--- config.mk ---
export PLATFORM = sky130hd
export DESIGN_NAME = pbridge_guard
export DESIGN_NICKNAME = d
export VERILOG_FILES = /design/src/rtl/pbg_pkg.sv /design/src/rtl/pbg_ctrl_regs.sv /design/src/rtl/pbg_rule_check.sv /design/src/rtl/pbg_issue.sv /design/src/rtl/pbridge_guard.sv
export SDC_FILE = /design/constraint.sdc
export NUM_CORES = 1
export LEC_CHECK = 0
export CAP_MARGIN = 10
export CELL_PAD_IN_SITES_DETAIL_PLACEMENT = 2
export CELL_PAD_IN_SITES_GLOBAL_PLACEMENT = 2
export CORE_MARGIN = 8
export CORE_UTILIZATION = 30
export DETAILED_ROUTE_END_ITERATION = 16
export PLACE_DENSITY_LB_ADDON = 0.25
export SLEW_MARGIN = 20
export SYNTH_ARGS = -nofsm -noshare
export SYNTH_HDL_FRONTEND = slang
export SYNTH_HIERARCHICAL = 1
export SYNTH_SLANG_ARGS = --single-unit
export TNS_END_PERCENT = 5
--- constraint.sdc ---
create_clock -name clk -period 3.3 [get_ports clk]
set_input_delay 0.66 -clock clk [delete_from_list [all_inputs] [get_ports clk]]
set_output_delay 0.66 -clock clk [all_outputs]
set_load 0.01 [all_outputs]
--- src/rtl/pbg_pkg.sv ---
package pbg_pkg;
   // Bit positions inside one slot field (LSB = 0).
   localparam int FIELD_W  = 4;
   localparam int TP_BIT   = 0;
   localparam int WP_BIT   = 1;
   localparam int SP_BIT   = 2;
   localparam int RSV_BIT  = 3;
   localparam int LIVE_W   = 3;

   typedef struct packed {
      logic sup;
      logic wrp;
      logic trp;
   } viol_t;
endpackage

--- src/rtl/pbg_ctrl_regs.sv ---
module pbg_ctrl_regs
   import pbg_pkg::*;
#(
   parameter int NUM_SLOTS   = 8,
   parameter int NUM_MASTERS = 8,
   parameter int DATA_W      = 32
) (
   input  logic                   clk,
   input  logic                   rst_n,
   input  logic                   reg_sel,
   input  logic                   reg_wr,
   input  logic [DATA_W-1:0]      reg_wdata,
   output logic [DATA_W-1:0]      reg_rdata,
   output logic [DATA_W-1:0]      acr_q,
   output logic [NUM_MASTERS-1:0] priv_q
);
   localparam int USED_W = NUM_SLOTS * FIELD_W;

   logic [DATA_W-1:0] wmask;

   // Writable-bit mask: three live bits per field, reserved bit held at 0.
   genvar s;
   generate
      for (s = 0; s < NUM_SLOTS; s++) begin : g_mask
         localparam int BASE = DATA_W - FIELD_W * (s + 1);
         assign wmask[BASE +: LIVE_W]  = '1;
         assign wmask[BASE + RSV_BIT]  = 1'b0;
      end
      if (DATA_W > USED_W) begin : g_low_pad
         assign wmask[DATA_W-USED_W-1:0] = '0;
      end
   endgenerate

   always_ff @(posedge clk or negedge rst_n) begin
      if (!rst_n) begin
         acr_q  <= '0;
         priv_q <= '1;
      end else if (reg_wr) begin
         if (!reg_sel) acr_q  <= reg_wdata & wmask;
         else          priv_q <= reg_wdata[NUM_MASTERS-1:0];
      end
   end

   generate
      if (DATA_W > NUM_MASTERS) begin : g_priv_pad
         always_comb begin
            if (!reg_sel) reg_rdata = acr_q;
            else          reg_rdata = {{(DATA_W-NUM_MASTERS){1'b0}}, priv_q};
         end
      end else begin : g_priv_full
         always_comb begin
            if (!reg_sel) reg_rdata = acr_q;
            else          reg_rdata = priv_q;
         end
      end
   endgenerate
endmodule

--- src/rtl/pbg_rule_check.sv ---
module pbg_rule_check
   import pbg_pkg::*;
#(
   parameter int NUM_SLOTS   = 8,
   parameter int NUM_MASTERS = 8,
   parameter int DATA_W      = 32,
   localparam int SLOT_W     = (NUM_SLOTS > 1) ? $clog2(NUM_SLOTS) : 1,
   localparam int MID_W      = (NUM_MASTERS > 1) ? $clog2(NUM_MASTERS) : 1
) (
   input  logic [DATA_W-1:0]      acr,
   input  logic [NUM_MASTERS-1:0] priv,
   input  logic [SLOT_W-1:0]      slot,
   input  logic                   is_write,
   input  logic                   is_super,
   input  logic                   is_trusted,
   input  logic [MID_W-1:0]       mid,
   output viol_t                  why,
   output logic                   deny
);
   logic [LIVE_W-1:0] live [NUM_SLOTS];
   logic [LIVE_W-1:0] pick;
   logic              priv_ok;

   genvar s;
   generate
      for (s = 0; s < NUM_SLOTS; s++) begin : g_fields
         localparam int BASE = DATA_W - FIELD_W * (s + 1);
         assign live[s] = acr[BASE +: LIVE_W];
      end
   endgenerate

   always_comb begin
      pick    = live[slot];
      priv_ok = is_super & priv[mid];
      why.wrp = pick[WP_BIT] & is_write;
      why.trp = pick[TP_BIT] & ~is_trusted;
      why.sup = pick[SP_BIT] & ~priv_ok;
      deny    = |why;
   end
endmodule

--- src/rtl/pbg_issue.sv ---
module pbg_issue #(
   parameter int SLOT_W = 3
) (
   input  logic              clk,
   input  logic              rst_n,
   input  logic              req_valid,
   input  logic [SLOT_W-1:0] req_slot,
   input  logic              req_write,
   input  logic              deny,
   output logic              dn_valid,
   output logic [SLOT_W-1:0] dn_slot,
   output logic              dn_write,
   output logic              err_resp
);
   always_ff @(posedge clk or negedge rst_n) begin
      if (!rst_n) begin
         dn_valid <= 1'b0;
         err_resp <= 1'b0;
         dn_slot  <= '0;
         dn_write <= 1'b0;
      end else begin
         dn_valid <= req_valid & ~deny;
         err_resp <= req_valid & deny;
         if (req_valid) begin
            dn_slot  <= req_slot;
            dn_write <= req_write;
         end
      end
   end
endmodule

--- src/rtl/pbridge_guard.sv ---
module pbridge_guard
   import pbg_pkg::*;
#(
   parameter int NUM_SLOTS   = 8,
   parameter int NUM_MASTERS = 8,
   parameter int DATA_W      = 32,
   localparam int SLOT_W     = (NUM_SLOTS > 1) ? $clog2(NUM_SLOTS) : 1,
   localparam int MID_W      = (NUM_MASTERS > 1) ? $clog2(NUM_MASTERS) : 1
) (
   input  logic              clk,
   input  logic              rst_n,
   input  logic              reg_sel,
   input  logic              reg_wr,
   input  logic [DATA_W-1:0] reg_wdata,
   output logic [DATA_W-1:0] reg_rdata,
   input  logic              req_valid,
   input  logic [SLOT_W-1:0] req_slot,
   input  logic              req_write,
   input  logic              req_super,
   input  logic              req_trusted,
   input  logic [MID_W-1:0]  req_mid,
   output logic              dn_valid,
   output logic [SLOT_W-1:0] dn_slot,
   output logic              dn_write,
   output logic              err_resp
);
   generate
      if (NUM_SLOTS * FIELD_W > DATA_W) begin : g_bad_width
         $error("slot fields do not fit in the protection word");
      end
      if (NUM_MASTERS > DATA_W) begin : g_bad_masters
         $error("privilege register wider than data bus");
      end
      if (NUM_SLOTS != (1 << SLOT_W)) begin : g_bad_slots
         $error("NUM_SLOTS must be a power of two");
      end
      if (NUM_MASTERS != (1 << MID_W)) begin : g_bad_mid
         $error("NUM_MASTERS must be a power of two");
      end
   endgenerate

   logic [DATA_W-1:0]      acr_q;
   logic [NUM_MASTERS-1:0] priv_q;
   viol_t                  why;
   logic                   deny;

   pbg_ctrl_regs #(
      .NUM_SLOTS(NUM_SLOTS), .NUM_MASTERS(NUM_MASTERS), .DATA_W(DATA_W)
   ) u_regs (
      .clk(clk), .rst_n(rst_n), .reg_sel(reg_sel), .reg_wr(reg_wr),
      .reg_wdata(reg_wdata), .reg_rdata(reg_rdata),
      .acr_q(acr_q), .priv_q(priv_q)
   );

   pbg_rule_check #(
      .NUM_SLOTS(NUM_SLOTS), .NUM_MASTERS(NUM_MASTERS), .DATA_W(DATA_W)
   ) u_rule (
      .acr(acr_q), .priv(priv_q), .slot(req_slot), .is_write(req_write),
      .is_super(req_super), .is_trusted(req_trusted), .mid(req_mid),
      .why(why), .deny(deny)
   );

   pbg_issue #(.SLOT_W(SLOT_W)) u_issue (
      .clk(clk), .rst_n(rst_n), .req_valid(req_valid), .req_slot(req_slot),
      .req_write(req_write), .deny(deny), .dn_valid(dn_valid),
      .dn_slot(dn_slot), .dn_write(dn_write), .err_resp(err_resp)
   );
endmodule

; ---- After elaboration in Yosys (flattened, before gate mapping)
; Index checks and enable logic that the tools add are counted.
[totals]
ff_bits = 38
in_bits = 46
romBits = 0
latchBits = 0
elab_cells = 28
memories = 0
ramBits = 0
[classes]
div = 0
mul = 0
n_shift = 0
eq_ne = 0
n_mux = 6
n_addsub = 0
n_reduce_logical = 3
bitwise = 11
order_cmp = 2
[op_table]
columns = operator, n
row1 = $mux 31, 1
row2 = $bmux 3 s3, 1
row3 = $and 1x1->1, 6
row4 = $mux 3, 2
row5 = $ge 4x4->1 const B, 1
row6 = $lt 3x4->1 const B, 1
row7 = $not 1->1, 4
row8 = $not 3->4, 1
row9 = $reduce_and 2->1, 2
row10 = $bmux 1 s3, 1
row11 = $reduce_or 3->1, 1
row12 = $mux 1, 1

; ---- Logic depth before layout (Yosys ltp)
[logic_depth]
word_depth = 8
mapped_depth = 6

; ---- Cells and area by module
; Netlist, hierarchy kept.
[modules_own_cells]
columns = module, cells_each, seq_area_each_um2, area_each_um2, n_inst
row1 = pbg_ctrl_regs, 113, 810.8, 1637.8, 1
row2 = pbg_rule_check, 31, 0.0, 321.6, 1
row3 = pbg_issue, 12, 150.1, 207.7, 1

; ---- Worst setup path after synthesis
; Ideal clock, no wire load.
[synth_timing]
path_type = input to register
start = input port req_slot[1]
end = register u_issue.err_resp
setup_ns = 0.119
arrival_ns = 1.799
stages = 5
path_slack_ns = 1.382
cell_sequence = buf_6 > mux4_1 > o2111ai_1 > o211ai_2 > and2_1
[synth_between]
elab_chain_cells = 7
word_cells_on_any_way = 9
classes_between = 3 x mux / 5 x bitwise / 1 x reduce/logical
[synth_lines]
columns = item, line
row1 = from (decl), pbridge_guard.sv:17  ; input logic [SLOT_W-1:0] req_slot,
row2 = $not 3->4 (not written as such) *, pbg_rule_check.sv:33  ; pick = live[slot];
row3 = $bmux 3 s3 *, pbg_rule_check.sv:33
row4 = $mux 3 (not written as such) * (2 in a row), pbg_rule_check.sv:33
row5 = $and 1x1->1 (on tied branches), "pbg_rule_check.sv:36, pbg_rule_check.sv:35, pbg_rule_check.sv:37"
row6 = $reduce_or 3->1 *, pbg_rule_check.sv:38  ; deny = |why;
row7 = net deny, pbridge_guard.sv:45  ; logic deny;
row8 = $and 1x1->1 *, pbg_issue.sv:23  ; err_resp <= req_valid & deny;
row9 = to (signal assigned), pbg_issue.sv:23
row10 = to (decl), pbg_issue.sv:13  ; output logic err_resp
; Mark *: on every way through the listed nets, which the timed path passes. The rest lies on a longest branch. The select of a mux whose other input is x is not followed.
; A chain may end at the register's enable or synchronous reset.

; ---- Worst setup path after layout
[layout_timing]
start = input port reg_sel
end = output port reg_rdata[7]
[layout_between]
elab_chain_cells = 1
[layout_lines]
columns = item, line
row1 = from (decl), pbridge_guard.sv:12  ; input logic reg_sel,
row2 = $mux 31, pbg_ctrl_regs.sv:47  ; if (!reg_sel) reg_rdata = acr_q;
row3 = to (decl), pbridge_guard.sv:15  ; output logic [DATA_W-1:0] reg_rdata,
; No other way between the ends.

==> flow_summary.toml <==
[run_status]
status = "finished clean"

[setup_path]
crit_type = "in -> out"
critPathMaxFanout = 10
start_kind = "input port"
worstSetupEndpointType = "output pin"
arrival_ns = 2.42
crit_required_ns = 2.64

[synthesis]
syn-mean-instance-area_um2 = 14.5
synth_warnings = 6
syn_inst = 145
synth_area_um2 = 2100

[drt]
drc = 0
drt_iter0_drc = 22
drtAntennaViolNets = 0
via_per_inst = 4.46
wl_um = 5920
vias = 1396
drt_pre_antenna_iters = 3
detail_route.wl_per_cell_um = 18.9

[placement]
numPortBuffers = 71
place.gp.congestion = 0.730
place_inst = 305
preCtsSetupSlack_ns = 0.204
dp_hpwl_um = 4770

[global_routing]
first_global_vias = 1756
grt_max_degree = 39
grt_use_total_pct = 12.8
grt-ovfl-total = 0
antenna_found_initial = 0
grt_pass1_wl_um = 9800

[layout]
nFillCells = 693
syn_to_final_growth_pct = 38.8
stdcell_count = 313
final_core_util_pct = 42.8
diodes = 0
fin_nets = 262
drive_above_1_share_pct = 32.7

[clock_network]
postCtsSetupBuffers = 0
clock_path_buffers = 2
htreeDepth = 2
numCtsBuffers = 5
clk_latency_ns = 0.29
path_clk_slew_ns = 0.07
cts_tree = "done"
cts_sinks = 38
root_buffer = "clkbuf_8"
cts_resized = 0
cts.hold.buffers_added = 0

[pwr]
switchingPower_w = 0.000347
power_frac_seq_pct = 45.5
power.share.clock_pct = 25.0
p_int_w = 0.000963
ir_drop_mv = 0.159
power_density_nw_per_um2 = 450
comb_power_share_pct = 29.5
p_leak_nw = 1.19
netSwitchingFraction_pct = 26.5

[timing]
clock.fmax_ghz = 0.325
drv_slew = 0
period_share_pct = 93.3
max_slew.worst_pin.slew_ns = 0.832
hold_ws_ns = 0.471
setup_viol = 0
finalHoldViolCount = 0
fin_ws_ns = 0.222
fin_crit_ns = 3.08
slew-limit-headroom_pct = 44.5
finalSetupTns_ns = 0
rsz0062_at_grt = "false"
skew_ns = 0.00638

[floorplanning]
fp-row-count = 30
die_area_um2 = 9920
io_pins = 84
dieWidth_um = 99.6
initial_utilization_pct = 30.8
fp.dieH_um = 99.6
core_um2 = 6790

[run]
max-cap-violations = 0

[hold_path]
holdCritPathClass = "in -> async"
==> sequential cells by signal, summed over array words and instances, names as in the netlist <==
signal / flops
u_issue/dn_write: 1
u_issue/err_resp: 1
u_issue/dn_slot: 3
u_regs/priv_q: 8
u_issue/dn_valid: 1
u_regs/acr_q: 24
==> power by group through the flow <==
stage	sequential [W]	combinational (W)	clock, W
2_1_floorplan	0.000585	0.000220	0
3_3_place_gp	0.000599	0.000382	0
3_5_place_dp	0.000606	0.000394	0
4_1_cts	0.000598	0.000396	0.000339
5_1_grt	0.000607	0.000418	0.000356
6_report	0.000596	0.000387	0.000327
==> final timing paths <==
path | slack, ns | cells after the start | to | startpoint
min in group clk | 0.52 | 1 | u_issue/dn_slot[2]$_DFFE_PN0P_ | u_issue/dn_slot[2]$_DFFE_PN0P_
hold reg to reg | 0.52 | 1 | u_issue/dn_slot[2]$_DFFE_PN0P_ | u_issue/dn_slot[2]$_DFFE_PN0P_
max in group asynchronous | 2.30 | 1 | u_regs/acr_q[14]$_DFFE_PN0P_ | rst_n
hold / removal | 0.47 | 1 | u_regs/acr_q[22]$_DFFE_PN0P_ | rst_n
setup reg to reg | 1.75 | 4 | u_issue/err_resp$_DFF_PN0_ | u_regs/acr_q[29]$_DFFE_PN0P_
setup / recovery | 0.22 | 4 | reg_rdata[7] | reg_sel
==> layout by cell type, fill, tap and decap left out, types with 2 or more instances in the layout <==
| cell type | instances |
|---|---|
| dfstp_2 | 8 |
| buf_4 | 3 |
| and2_1 | 3 |
| mux2i_1 | 4 |
| nor2_1 | 2 |
| mux4_2 | 3 |
| clkdlybuf4s50_1 | 70 |
| mux2_2 | 24 |
| a211oi_1 | 2 |
| nor2b_1 | 20 |
| clkbuf_8 | 6 |
| dfrtp_1 | 30 |
| mux2_4 | 20 |
| conb_1 | 6 |
| mux4_1 | 2 |
==> critical path, cell delays in order <==
cell and delay [ns]:
clkdlybuf4s50_1 0.81, buf_4 0.27, and2_1 0.13, clkdlybuf4s50_1 0.54
==> per-stage QoR <==
step                      cell area (um2)  power, W
after floorplan                      2110  0.000805
after global placement               2820  0.000980
after detailed placement             2820   0.00100
after CTS                            2910   0.00133
after global routing                 2910   0.00138
final                                2910   0.00131
==> layout make-up <==
type	count	area, um2	area share (%)
sequential	38	961	33.0
clock inverter	1	5.00	0.172
multi-input combinational	97	1010	34.7
timing repair buffer	74	728	25.0
tap	96	120	4.13
clock buffer	7	86.3	2.97
==> routing by layer <==
layer / up-vias / wire, um / GRT usage (%)
met5: - / 0 / 0
met4: 0 / 57 / 3.49
met3: 4 / 287 / 3.84
met2: 37 / 3310 / 24.0
met1: 715 / 2260 / 13.3
li1: 640 / - / -
Note: power is estimated with default switching activity, not from simulation.
